<file path="src/rtl/pcistat_pkg.sv">
package pcistat_pkg;
    localparam int STAT_W     = 16;
    localparam int LANE_W     = 8;
    localparam int LANES      = STAT_W / LANE_W;
    localparam int NUM_STICKY = 5;

    typedef enum logic {
        FLG_CLEAR   = 1'b0,
        FLG_LATCHED = 1'b1
    } flag_state_e;

    // index order: 0 data parity, 1 target abort rcvd, 2 master abort, 3 serr, 4 parity
    typedef logic [NUM_STICKY-1:0] sticky_vec_t;

    function automatic int sticky_pos(input int idx);
        case (idx)
            0:       return 8;
            1:       return 12;
            2:       return 13;
            3:       return 14;
            default: return 15;
        endcase
    endfunction
endpackage

</file>
<file path="src/rtl/status_event_qual.sv">
module status_event_qual
    import pcistat_pkg::*;
(
    input  logic        ev_par_det,
    input  logic        ev_serr_drv,
    input  logic        ev_mabort_gen,
    input  logic        ev_tabort_rcv,
    input  logic        ev_perr_seen,
    input  logic        is_master,
    input  logic        perr_resp_en,
    output sticky_vec_t set_vec
);
    always_comb begin
        set_vec    = '0;
        // all three conditions must hold together
        set_vec[0] = ev_perr_seen & is_master & perr_resp_en;
        set_vec[1] = ev_tabort_rcv;
        set_vec[2] = ev_mabort_gen;
        set_vec[3] = ev_serr_drv;
        // no gating by the response enable
        set_vec[4] = ev_par_det;
    end
endmodule

</file>
<file path="src/rtl/status_clear_decode.sv">
module status_clear_decode
    import pcistat_pkg::*;
(
    input  logic              wr_en,
    input  logic [STAT_W-1:0] wr_data,
    input  logic [LANES-1:0]  wr_be,
    output sticky_vec_t       clr_vec
);
    for (genvar i = 0; i < NUM_STICKY; i++) begin : g_clr
        localparam int POS  = sticky_pos(i);
        localparam int LANE = POS / LANE_W;
        assign clr_vec[i] = wr_en & wr_be[LANE] & wr_data[POS];
    end
endmodule

</file>
<file path="src/rtl/sticky_flag.sv">
module sticky_flag
    import pcistat_pkg::*;
(
    input  logic clk,
    input  logic rst_n,
    input  logic set_i,
    input  logic clr_i,
    output logic flag_o
);
    flag_state_e state_q, state_d;

    always_ff @(posedge clk) begin
        if (!rst_n) state_q <= FLG_CLEAR;
        else        state_q <= state_d;
    end

    always_comb begin
        state_d = state_q;
        unique case (state_q)
            FLG_CLEAR:   if (set_i) state_d = FLG_LATCHED;               // catch
            FLG_LATCHED: if (clr_i && !set_i) state_d = FLG_CLEAR;       // release; set wins
            default:     state_d = FLG_CLEAR;
        endcase
    end

    always_comb begin
        flag_o = 1'b0;
        unique case (state_q)
            FLG_CLEAR:   flag_o = 1'b0;
            FLG_LATCHED: flag_o = 1'b1;
            default:     flag_o = 1'b0;
        endcase
    end

    a_r7_set_wins: assert property (@(posedge clk) disable iff (!rst_n)
        set_i |=> flag_o);
    a_r5_clear_takes: assert property (@(posedge clk) disable iff (!rst_n)
        (clr_i && !set_i) |=> !flag_o);
    a_r5_hold_idle: assert property (@(posedge clk) disable iff (!rst_n)
        (!clr_i && !set_i) |=> $stable(flag_o));
endmodule

</file>
<file path="src/rtl/pci_cfg_status.sv">
module pci_cfg_status
    import pcistat_pkg::*;
#(
    parameter logic [1:0] DEVSEL_CODE = 2'b01,
    parameter logic       FAST_B2B    = 1'b1
) (
    input  logic        clk,
    input  logic        rst_n,
    input  logic        ev_par_det,
    input  logic        ev_serr_drv,
    input  logic        ev_mabort_gen,
    input  logic        ev_tabort_rcv,
    input  logic        ev_perr_seen,
    input  logic        is_master,
    input  logic        perr_resp_en,
    input  logic        pm_cap_strap,
    input  logic        irq_pending,
    input  logic        wr_en,
    input  logic [15:0] wr_data,
    input  logic [1:0]  wr_be,
    output logic [15:0] rd_data
);
    sticky_vec_t set_vec, clr_vec, flags;

    status_event_qual i_qual (
        .ev_par_det    (ev_par_det),
        .ev_serr_drv   (ev_serr_drv),
        .ev_mabort_gen (ev_mabort_gen),
        .ev_tabort_rcv (ev_tabort_rcv),
        .ev_perr_seen  (ev_perr_seen),
        .is_master     (is_master),
        .perr_resp_en  (perr_resp_en),
        .set_vec       (set_vec)
    );

    status_clear_decode i_clr (
        .wr_en   (wr_en),
        .wr_data (wr_data),
        .wr_be   (wr_be),
        .clr_vec (clr_vec)
    );

    for (genvar i = 0; i < NUM_STICKY; i++) begin : g_flag
        sticky_flag i_flag (
            .clk    (clk),
            .rst_n  (rst_n),
            .set_i  (set_vec[i]),
            .clr_i  (clr_vec[i]),
            .flag_o (flags[i])
        );
    end

    always_comb begin
        rd_data       = '0;
        rd_data[15]   = flags[4];
        rd_data[14]   = flags[3];
        rd_data[13]   = flags[2];
        rd_data[12]   = flags[1];
        rd_data[11]   = 1'b0;
        rd_data[10:9] = DEVSEL_CODE;
        rd_data[8]    = flags[0];
        rd_data[7]    = FAST_B2B;
        rd_data[4]    = pm_cap_strap;
        rd_data[3]    = irq_pending;
    end

    a_r2_parity_ungated: assert property (@(posedge clk) disable iff (!rst_n)
        ev_par_det |=> rd_data[15]);
    a_r4_dpe_needs_all: assert property (@(posedge clk) disable iff (!rst_n)
        (!(ev_perr_seen && is_master && perr_resp_en) && !rd_data[8]) |=> !rd_data[8]);
    a_r6_low_lane_safe: assert property (@(posedge clk) disable iff (!rst_n)
        (wr_en && !wr_be[1] && rd_data[15]) |=> rd_data[15]);
    a_r3_serr_caught: assert property (@(posedge clk) disable iff (!rst_n)
        ev_serr_drv |=> rd_data[14]);
endmodule

</file>
<file path="config.mk">
export PLATFORM = sky130hd
export DESIGN_NAME = pci_cfg_status
export DESIGN_NICKNAME = d
export VERILOG_FILES = /design/src/rtl/pcistat_pkg.sv /design/src/rtl/status_event_qual.sv /design/src/rtl/status_clear_decode.sv /design/src/rtl/sticky_flag.sv /design/src/rtl/pci_cfg_status.sv
export SDC_FILE = /design/constraint.sdc
export NUM_CORES = 1
export LEC_CHECK = 0
export ABC_AREA = 1
export BUFFER_PORTS_ARGS = -buffer_cell sky130_fd_sc_hd__buf_2
export CAP_MARGIN = 20
export CORE_AREA = 2 2 39 41
export DETAILED_ROUTE_END_ITERATION = 8
export DIE_AREA = 0 0 41 43
export PLACE_DENSITY = 0.7
export SYNTH_ARGS = -nofsm -noshare
export SYNTH_HDL_FRONTEND = slang
export SYNTH_HIERARCHICAL = 1
export SYNTH_SLANG_ARGS = --single-unit
</file>
<file path="constraint.sdc">
create_clock -name clk -period 1.65 [get_ports clk]
set_clock_uncertainty 0.05 [all_clocks]
set_input_delay 0.0825 -clock clk [delete_from_list [all_inputs] [get_ports clk]]
set_output_delay 0.0825 -clock clk [all_outputs]
set_load 0.01 [all_outputs]
</file>
==> impl_metrics.ini <==
[global_routing]
grt_pass1_wl_microns = 1020
grt_usage_pct = 8.84
grt_max_degree = 6
antenna_found_initial = 0
grt_pass1_vias = 300
grt_remaining_overflow = 0

[synthesis]
async_flop_share_pct = 0
synthTopCellsByArea = buf_4, dfxtp_1, inv_1
yosysWarnings = 6
synthesis.area_sq_um = 397
synthCells = 61
synthAdderAreaFrac_pct = 0
synth_seq_area_share_pct = 25.2
ys_types = 9
synth.most_common_cell = inv_1
synth_top_area_cell = buf_4
synth-compound-area-share_pct = 11.0
ys_top_cells_by_count = inv_1, buf_4, nand2_1
synth-simple-area-share_pct = 13.6
synth_edf_count = 0
ys_seq_elements = 5
synth_top_area_share_pct = 28.4
synth_mux_area_share_pct = 0
ys.flop_type = dfxtp_1
avgSynthCellArea_sq_um = 6.50
synth_xor_area_share_pct = 0
synth_top_family_by_area = buffers and inverters

[clock_tree]
post_cts_buffers = 0
cts-resized-gates = 0
clk_latency_ns = 0.23
cts.sinks = 5
clock_path_buffers = 2
cts_tree = done
cts_made_buffers = 3
cts_root_buf = clkbuf_4
ctsHtreeMaxLevel = 1
clk_pin_slew_ns = 0.04
ctsHoldBuffers = 0

[worst_setup_path]
cp_slowest_stage_delay_ns = 0.33
crit_type = flop to primary output
cp_top_family = flip-flops
worstSetupStartpointType = flop
required_ns = 1.52
path_cells = buf_2
cp_num_buf_inv = 1
end_kind = primary output
crit_fanout = 2
cp.arrival_ns = 0.70
crit_slowest_cell = dfxtp_1

[final_layout]
reg_top3 = g_flag.i_flag/state_q: 5 flops
antenna_cells = 0
finalNetCount = 108
multi_input_area_sq_um = 131
top_register = g_flag.i_flag/state_q
largest_reg_flops = 5
ff_latch_area_sq_um = 100
area_growth_pct = 15.1
drive_gt1_share_pct = 39.0
nFillCells = 155

[detailed_routing]
via_count = 322
dr.first_iter.drc_count = 0
routed_via_density = 3.46
drc = 0
routedWlPerCell_microns = 6.19
drtAntennaViolNets = 0
dr.pass1.iters = 1
wirelength_microns = 576

[die]
start_util_pct = 28.7
rows = 14
fp.dieW_microns = 41
dieArea_sq_um = 1760
die_h_microns = 43
core_area_sq_um = 1380
io_pins = 46

[power]
leakage_nw = 0.293
vdd_drop_max_mv = 0.338
p_total_uw = 340
powerDensity_nw_per_um2 = 744

[placed_design]
portBuffers = 20
hpwlAfterDp_microns = 505
gp_congestion = 0.661

[sta]
fin_crit_sh_pct = 50.4
rsz0062_at_grt = false
report.final.slew_viol_count = 0
period_needed_ns = 0.832
max_freq_mhz = 1200
finalSetupViolations = 0
setup-tns-final_ns = 0
hold_viol = 0

[min_path]
hold_path_class = primary input to flop

[outcome]
status = completed

[job]
maxCapViolCount = 0
## cell families after synthesis
| group | count (synthesis) |
|---|---|
| buffers and inverters | 36 |
| AOI/OAI and AO/OA | 5 |
| DFF | 5 |
| other | 2 |
| and+or+nand+nor | 13 |
## routing by layer
layer,track usage (%),vias up,wire length (microns),part of all wire (%)
met3,2.09,2,76,13
li1,-,172,-,-
met4,10.7,0,10,1.7
met5,0,-,0,0
met1,8.71,126,203,35
met2,12.8,22,285,49
## metrics by stage
| step | setup slack [ns] | instances | utilization [%] | cell area (sq um) | hold slack (ns) |
|---|---|---|---|---|---|
| 6_report | 0.818 | 93 | 33.0 | 457 | 0.0336 |
| 5_1_grt | 0.794 | 93 | 33.0 | 457 | 0.0424 |
| 4_1_cts | 0.805 | 93 | 33.0 | 457 | 0.0261 |
| 3_5_place_dp | 0.969 | 89 | 31.1 | 430 | 0.115 |
| 3_3_place_gp | 0.998 | 89 | 31.1 | 430 | 0.115 |
| 2_1_floorplan | 1.01 | 68 | - | 423 | 0.154 |
## report_power, final
part / total, mW / internal (mW) / switching (mW)
clock: 0.138 / 0.0912 / 0.0469
combinational: 0.0679 / 0.0293 / 0.0387
sequential: 0.134 / 0.130 / 0.00397
## cell type report
class,instances,area share [%]
multi-input cells,27,28.8
flip-flops and latches,5,21.9
repair buffers,20,21.9
inverters,21,17.3
clock buffers,4,5.75
well taps,16,4.38
## worst paths after layout
path | endpoint | slack (ns) | start | cells after the start
max | rd_data[12] | 0.82 | g_flag[1].i_flag/state_q | 1
min | g_flag[2].i_flag/state_q | 0.03 | ev_mabort_gen | 3
max reg2reg | g_flag[1].i_flag/state_q | 1.04 | g_flag[1].i_flag/state_q | 2
min reg2reg | g_flag[0].i_flag/state_q | 0.41 | g_flag[0].i_flag/state_q | 2
## cells in the final DEF (no fill, tap or decap)
master	netlist	final
a21oi_2	5	5
buf_2	0	20
clkbuf_1	0	1
clkbuf_4	0	3
conb_1	2	9
dfxtp_1	5	5
inv_1	21	21
nand2_1	6	6
nand2_2	1	1
nor2_1	5	5
nor2_2	1	1
No activity file was read; power rests on OpenSTA's default activity.
